`config.mk`:
```
export PLATFORM = sky130hd
export DESIGN_NAME = pwm_break_gen
export DESIGN_NICKNAME = d
export VERILOG_FILES = /design/src/rtl/pwm_brk_pkg.sv /design/src/rtl/pwm_counter.sv /design/src/rtl/pwm_regs.sv /design/src/rtl/pwm_brk_ctrl.sv /design/src/rtl/pwm_channel.sv /design/src/rtl/pwm_break_gen.sv
export SDC_FILE = /design/constraint.sdc
export NUM_CORES = 1
export LEC_CHECK = 0
export BUFFER_PORTS_ARGS = -buffer_cell sky130_fd_sc_hd__clkbuf_2
export CAP_MARGIN = 5
export CORE_UTILIZATION = 50
export DETAILED_ROUTE_END_ITERATION = 10
export GPL_TIMING_DRIVEN = 0
export PLACE_DENSITY = 0.7
export SETUP_SLACK_MARGIN = 0.5
export SLEW_MARGIN = 0
export SYNTH_ARGS = -nofsm -noshare
export SYNTH_HDL_FRONTEND = slang
export SYNTH_SLANG_ARGS = --single-unit
```
`constraint.sdc`:
```
create_clock -name clk -period 3.7 [get_ports clk]
set_input_delay 0.74 -clock clk [delete_from_list [all_inputs] [get_ports clk]]
set_output_delay 0.74 -clock clk [all_outputs]
set_load 0.03 [all_outputs]
```
`src/rtl/pwm_brk_pkg.sv`:
```
package pwm_brk_pkg;
  localparam int REG_W        = 8;
  localparam int BRK_EN_BIT   = 4;
  localparam int BRK_STAT_BIT = 5;
  localparam int BRK_CLR_BIT  = 6;
endpackage

```
`src/rtl/pwm_counter.sv`:
```
module pwm_counter #(
  parameter int CW = 12
) (
  input  logic          clk,
  input  logic          rst_n,
  input  logic          en,
  input  logic [CW-1:0] reload,
  output logic [CW-1:0] cnt,
  output logic          ovf
);
  localparam logic [CW-1:0] TOP = {CW{1'b1}};

  logic [CW-1:0] cnt_q, cnt_d;

  always_comb begin
    ovf   = en && (cnt_q == TOP);
    cnt_d = cnt_q;
    if (en) begin
      cnt_d = ovf ? reload : cnt_q + 1'b1;
    end
  end

  always_ff @(posedge clk or negedge rst_n) begin
    if (!rst_n) cnt_q <= '0;
    else        cnt_q <= cnt_d;
  end

  assign cnt = cnt_q;
endmodule

```
`src/rtl/pwm_regs.sv`:
```
module pwm_regs
  import pwm_brk_pkg::*;
#(
  parameter int NCH = 4,
  parameter int CW  = 12,
  parameter int AW  = 4
) (
  input  logic              clk,
  input  logic              rst_n,
  input  logic              wr_en,
  input  logic [AW-1:0]     addr,
  input  logic [REG_W-1:0]  wdata,
  input  logic              brk_active,
  output logic [REG_W-1:0]  rdata,
  output logic [NCH*CW-1:0] shadow,
  output logic [NCH-1:0]    oe,
  output logic              brk_en,
  output logic [NCH-1:0]    brk_pat,
  output logic              brk_clr
);
  localparam int HI_W = CW - REG_W;
  localparam logic [AW-1:0] MODE_ADDR = AW'(2*NCH);
  localparam logic [AW-1:0] BRK_ADDR  = AW'(2*NCH+1);

  logic [CW-1:0]  shd_q [NCH];
  logic [NCH-1:0] oe_q, oe_d;
  logic           en_q, en_d;
  logic [NCH-1:0] pat_q, pat_d;
  logic           wr_mode, wr_brk;

  assign wr_mode = wr_en && (addr == MODE_ADDR);
  assign wr_brk  = wr_en && (addr == BRK_ADDR);

  for (genvar g = 0; g < NCH; g++) begin : g_duty
    logic          wr_lo, wr_hi;
    logic [CW-1:0] shd_d;
    assign wr_lo = wr_en && (addr == AW'(2*g));
    assign wr_hi = wr_en && (addr == AW'(2*g+1));
    always_comb begin
      shd_d = shd_q[g];
      if (wr_lo) shd_d[REG_W-1:0]  = wdata;
      if (wr_hi) shd_d[CW-1:REG_W] = wdata[HI_W-1:0];
    end
    always_ff @(posedge clk or negedge rst_n) begin
      if (!rst_n) shd_q[g] <= '0;
      else        shd_q[g] <= shd_d;
    end
    assign shadow[g*CW +: CW] = shd_q[g];
  end

  always_comb begin
    oe_d  = oe_q;
    en_d  = en_q;
    pat_d = pat_q;
    if (wr_mode) oe_d = wdata[NCH-1:0];
    if (wr_brk) begin
      en_d  = wdata[BRK_EN_BIT];
      pat_d = wdata[NCH-1:0];
    end
  end

  always_ff @(posedge clk or negedge rst_n) begin
    if (!rst_n) begin
      oe_q  <= '0;
      en_q  <= 1'b0;
      pat_q <= '0;
    end else begin
      oe_q  <= oe_d;
      en_q  <= en_d;
      pat_q <= pat_d;
    end
  end

  assign brk_clr = wr_brk && wdata[BRK_CLR_BIT];
  assign oe      = oe_q;
  assign brk_en  = en_q;
  assign brk_pat = pat_q;

  always_comb begin
    rdata = '0;
    if (addr < MODE_ADDR) begin
      if (addr[0]) rdata = REG_W'(shd_q[addr[AW-1:1]] >> REG_W);
      else         rdata = shd_q[addr[AW-1:1]][REG_W-1:0];
    end else if (addr == MODE_ADDR) begin
      rdata[NCH-1:0] = oe_q;
    end else if (addr == BRK_ADDR) begin
      rdata[NCH-1:0]      = pat_q;
      rdata[BRK_EN_BIT]   = en_q;
      rdata[BRK_STAT_BIT] = brk_active;
    end
  end
endmodule

```
`src/rtl/pwm_brk_ctrl.sv`:
```
module pwm_brk_ctrl (
  input  logic clk,
  input  logic rst_n,
  input  logic brk_in,
  input  logic brk_en,
  input  logic brk_clr,
  output logic brk_active
);
  logic s1_q, s2_q;
  logic lat_q, lat_d;

  always_comb begin
    lat_d = lat_q;
    if (s2_q && brk_en) lat_d = 1'b1;
    else if (brk_clr)   lat_d = 1'b0;
  end

  always_ff @(posedge clk or negedge rst_n) begin
    if (!rst_n) begin
      s1_q  <= 1'b0;
      s2_q  <= 1'b0;
      lat_q <= 1'b0;
    end else begin
      s1_q  <= brk_in;
      s2_q  <= s1_q;
      lat_q <= lat_d;
    end
  end

  assign brk_active = lat_q;
endmodule

```
`src/rtl/pwm_channel.sv`:
```
module pwm_channel #(
  parameter int CW = 12
) (
  input  logic          clk,
  input  logic          rst_n,
  input  logic          ovf,
  input  logic [CW-1:0] shadow,
  input  logic [CW-1:0] cnt,
  input  logic          oe,
  output logic [CW-1:0] act,
  output logic          pwm,
  output logic          hit
);
  logic [CW-1:0] act_q, act_d;

  always_comb begin
    act_d = act_q;
    if (ovf) act_d = shadow;
  end

  always_ff @(posedge clk or negedge rst_n) begin
    if (!rst_n) act_q <= '0;
    else        act_q <= act_d;
  end

  assign act = act_q;
  assign pwm = oe && (cnt < act_q);
  assign hit = (cnt == act_q);
endmodule

```
`src/rtl/pwm_break_gen.sv`:
```
module pwm_break_gen
  import pwm_brk_pkg::*;
#(
  parameter int NCH = 4,
  parameter int CW  = 12,
  parameter int AW  = 4
) (
  input  logic             clk,
  input  logic             rst_n,
  input  logic             wr_en,
  input  logic [AW-1:0]    addr,
  input  logic [REG_W-1:0] wdata,
  output logic [REG_W-1:0] rdata,
  input  logic             cnt_en,
  input  logic [CW-1:0]    reload_val,
  input  logic             brk_in,
  output logic [NCH-1:0]   pwm_out,
  output logic [NCH-1:0]   cmp_hit,
  output logic             ovf
);
  logic              rs1_q, rst_sync_n;
  logic [CW-1:0]     cnt;
  logic [NCH*CW-1:0] shadow;
  logic [NCH*CW-1:0] act_duty;
  logic [NCH-1:0]    oe, brk_pat, ch_pwm;
  logic              brk_en, brk_clr, brk_active;

  always_ff @(posedge clk or negedge rst_n) begin
    if (!rst_n) begin
      rs1_q      <= 1'b0;
      rst_sync_n <= 1'b0;
    end else begin
      rs1_q      <= 1'b1;
      rst_sync_n <= rs1_q;
    end
  end

  pwm_counter #(.CW(CW)) u_cnt (
    .clk(clk), .rst_n(rst_sync_n), .en(cnt_en), .reload(reload_val),
    .cnt(cnt), .ovf(ovf)
  );

  pwm_regs #(.NCH(NCH), .CW(CW), .AW(AW)) u_regs (
    .clk(clk), .rst_n(rst_sync_n), .wr_en(wr_en), .addr(addr), .wdata(wdata),
    .brk_active(brk_active), .rdata(rdata), .shadow(shadow), .oe(oe),
    .brk_en(brk_en), .brk_pat(brk_pat), .brk_clr(brk_clr)
  );

  pwm_brk_ctrl u_brk (
    .clk(clk), .rst_n(rst_sync_n), .brk_in(brk_in), .brk_en(brk_en),
    .brk_clr(brk_clr), .brk_active(brk_active)
  );

  for (genvar g = 0; g < NCH; g++) begin : g_ch
    pwm_channel #(.CW(CW)) u_ch (
      .clk(clk), .rst_n(rst_sync_n), .ovf(ovf),
      .shadow(shadow[g*CW +: CW]), .cnt(cnt), .oe(oe[g]),
      .act(act_duty[g*CW +: CW]), .pwm(ch_pwm[g]), .hit(cmp_hit[g])
    );
  end

  assign pwm_out = brk_active ? brk_pat : ch_pwm;
endmodule

```
==> impl_metrics.csv <==
group,metric,value,unit
final_layout,instances_no_fill,824,
timing,worstMarginPinSlew,780.9,ps
placement,gp_congestion,0.8908,
floorplanning,initial_utilization,52.29,%
worst_setup_path,cp_cell_sequence,"ha_1 -> a21o_1 -> nand3_1 -> nand4_1 -> o31ai_1 -> clkbuf_2",
cts,cts-root-buf,"clkbuf_16",
placement,placed_cell_area,6848,sq um
worst_setup_path,cp_max_fo,9,
global_routing,antenna_found_initial,0,
logic_synthesis,syn_area,6411,sq um
route,num_vias,4823,
final_layout,nets,721,
placement,port_buffers,39,
route,drc,0,
cts,cts.path.max_buffers,2,
placement,dp_cells,788,
logic_synthesis,ys_warn_count,0,
logic_synthesis,syn_avg_cell_area,11.05,sq um
worst_setup_path,cp_slowest_cell,"dfrtp_2",
timing,worst_slack,587.1,ps
timing,hold_viol_final,0,
timing,fin_crit,3113,ps
worst_setup_path,critPathKind,"reg2out",
pwr,power_frac_clock,40.9,%
global_routing,grt_pass1_vias,4822,
pwr,power_switching,1.255,mW
floorplanning,row_count,40,
pwr,powerDensity,567.2,nW/um^2
worst_setup_path,required,2960,ps
timing,setup_tns,0,ps
global_routing,grt_pass1_wl,26430,um
worst_setup_path,max_stage_delay,510,ps
pwr,intPower,3.003,mW
floorplanning,die_w,115.2,um
cts,cts.sinks,122,
route,drt-pass1-iter-count,5,
cts,clkTransAtPathRegs,60,ps
logic_synthesis,syn_nets,658,
timing,setup_viol,0,
pwr,vdd_ir_drop_max,435.6,uV
final_layout,layout_common_cells,"dfrtp_1 (118), nand2_1 (64), mux2_2 (63)",
cts,cts_made_buffers,17,
timing,slew_headroom,47.71,%
run,maxCapViolCount,0,
final_layout,layout-drive-gt1-share,27.59,%
timing,hold_ws,93.24,ps
floorplanning,io_pins,46,
global_routing,grt_max_degree,68,
final_layout,syn_to_final_growth,17.10,%
logic_synthesis,yosysSeqAreaShare,47.62,%
route,ant_nets,0,
timing,drv_slew,0,
cts,cts_tree,"yes",
route,avgViaCountPerCell,5.853,
timing,fmax,0.3212,GHz
global_routing,overflow,0,
cts,clk_latency,420,ps
worst_setup_path,start_kind,"register",
final_layout,fillers,992,
final_layout,final_common_cell,"dfrtp_1",
timing,fin_skew,10.87,ps
logic_synthesis,ys_async_sr_fraction,100.0,%
logic_synthesis,synthFlopType,"dfrtp_1",
placement,dp_slack,817.9,ps
pwr,seq_power_share,42.4,%
timing,fin_crit_sh,84.13,%
worst_setup_path,cp-end-kind,"primary output",
floorplanning,core_area,12260,sq um
route,drt_iter0_drc,444,
pwr,power_switching_share,29.47,%
pwr,power_frac_comb,16.7,%
logic_synthesis,synth_edf_count,0,
pwr,fin_total_pwr,4.258,mW
worst_setup_path,arrival,2370,ps
final_layout,post-route-util,61.22,%
floorplanning,die_height,115.2,um
cts,htree_num_levels,4,
route,wl_per_cell,20.35,um
final_layout,fin_area,7507,sq um
global_routing,grtUsageTotal,27.95,%
pwr,p_leak,3.663,nW
logic_synthesis,syn_inst,580,
hold_path,hp-class,"in2async",
status,run_status,"finished, final reports clean",
placement,dp_hpwl,11970,um
logic_synthesis,ys_types,50,
logic_synthesis,ys_ff_latch,122,
floorplanning,dieArea,13280,sq um
final_layout,antenna_cells,0,
route,routed_wl,16770,um
timing,rsz0062_at_grt,"no",
critical path, delay by kind of cell (launching register included):
kind,cells,cell delay [ps]
compound gates,2,570
flops,1,510
fa+ha+maj,1,360
buf+inv,1,270
simple gates,2,230
timing repair:
item                       in CTS  in global routing
setup endpoints to repair       1                  4
gates cloned                    0                  0
setup buffers                   0                  4
hold buffers                    0                  0
resized for setup               1                  2
area by class of cell:
cell class                 instances  area [sq um]  share of cell area, %
sequential                       122          3060                  40.77
clock inverter                    15         200.2                  2.667
clock buffer                      17         425.4                  5.667
timing repair buffer              44         252.7                  3.367
tap                              168         210.2                  2.800
buffer                            26         146.4                  1.950
multi-input combinational        383          3027                  40.32
inverter                          49         185.2                  2.467
Yosys cell counts, types with 2 or more instances:
master	number	area share (%)
nand2b_1	3	0.29
nand3b_1	2	0.23
mux4_2	12	4.2
inv_1	48	2.8
and3_1	2	0.20
and2_1	3	0.29
buf_1	4	0.23
a21o_1	8	0.94
nor2b_1	5	0.49
nand2_1	64	3.7
nor2_1	14	0.82
dfrtp_1	122	48
o211ai_1	4	0.47
o31ai_1	4	0.47
clkbuf_1	4	0.23
buf_2	9	0.70
nor3b_2	2	0.39
nor3_1	7	0.55
nand4_1	17	1.7
a22oi_1	4	0.47
mux2_2	63	11
nand3_1	12	0.94
mux2i_1	6	0.94
a211oi_1	4	0.47
o22ai_1	3	0.29
o21ai_0	50	3.9
a31oi_1	3	0.29
a32o_1	2	0.31
buf_4	8	0.94
ha_1	49	9.6
a21oi_1	23	1.8
power by group through the flow:
stage               combinational, mW  sequential, mW  clock [mW]
floorplan                       0.511            1.70           0
global placement                0.624            1.82           0
detailed placement              0.674            1.81           0
CTS                             0.679            1.80        1.76
global route                    0.778            1.82        1.83
finish                          0.712            1.80        1.74
per-layer routing:
| layer | part of all wire (%) | routed length [um] | global-route usage [%] |
|---|---|---|---|
| met1 | 42 | 6981 | 36.74 |
| met2 | 48 | 8026 | 43.90 |
| met3 | 7.1 | 1199 | 7.696 |
| met4 | 3.4 | 563 | 11.60 |
| met5 | 0 | 0 | 0 |
state kept, by name (all words and copies together) (netlist names), 4 cells and up:
| signal | count |
|---|---|
| u_regs.oe | 4 |
| u_cnt.cnt | 12 |
| g_ch.u_ch.act | 48 |
| u_regs.shadow | 48 |
| u_regs.brk_pat | 4 |
logic make-up after synthesis:
| kind of cell | Yosys count | synth area share (%) |
|---|---|---|
| and+or+nand+nor | 141 | 11.22 |
| adders and majority gates | 49 | 9.563 |
| AOI/OAI and AO/OA | 110 | 10.01 |
| other | 1 | 0.05849 |
| muxes | 81 | 16.22 |
| xor gates and xnor gates | 1 | 0.1366 |
| buffers and inverters | 75 | 5.171 |
| DFF | 122 | 47.62 |
path summary, 6_finish.rpt:
kind                                                from                         endpoint  slack, ps  cells after the start
worst max-delay path            u_cnt.cnt[9]$_DFFE_PN0P_                       pwm_out[3]        590                      6
worst min-delay path                               rst_n                  rs1_q$_DFF_PN0_         90                      1
worst max register to register  u_cnt.cnt[6]$_DFFE_PN0P_  g_ch[2].u_ch.act[1]$_DFFE_PN0P_       1590                      5
worst min register to register      u_brk.s1_q$_DFF_PN0_             u_brk.s2_q$_DFF_PN0_        350                      0
max in group asynchronous           rst_sync_n$_DFF_PN0_         u_cnt.cnt[9]$_DFFE_PN0P_       2530                      1
min in group clk                    u_brk.s1_q$_DFF_PN0_             u_brk.s2_q$_DFF_PN0_        350                      0
Note: power is estimated with default switching activity, not from simulation.
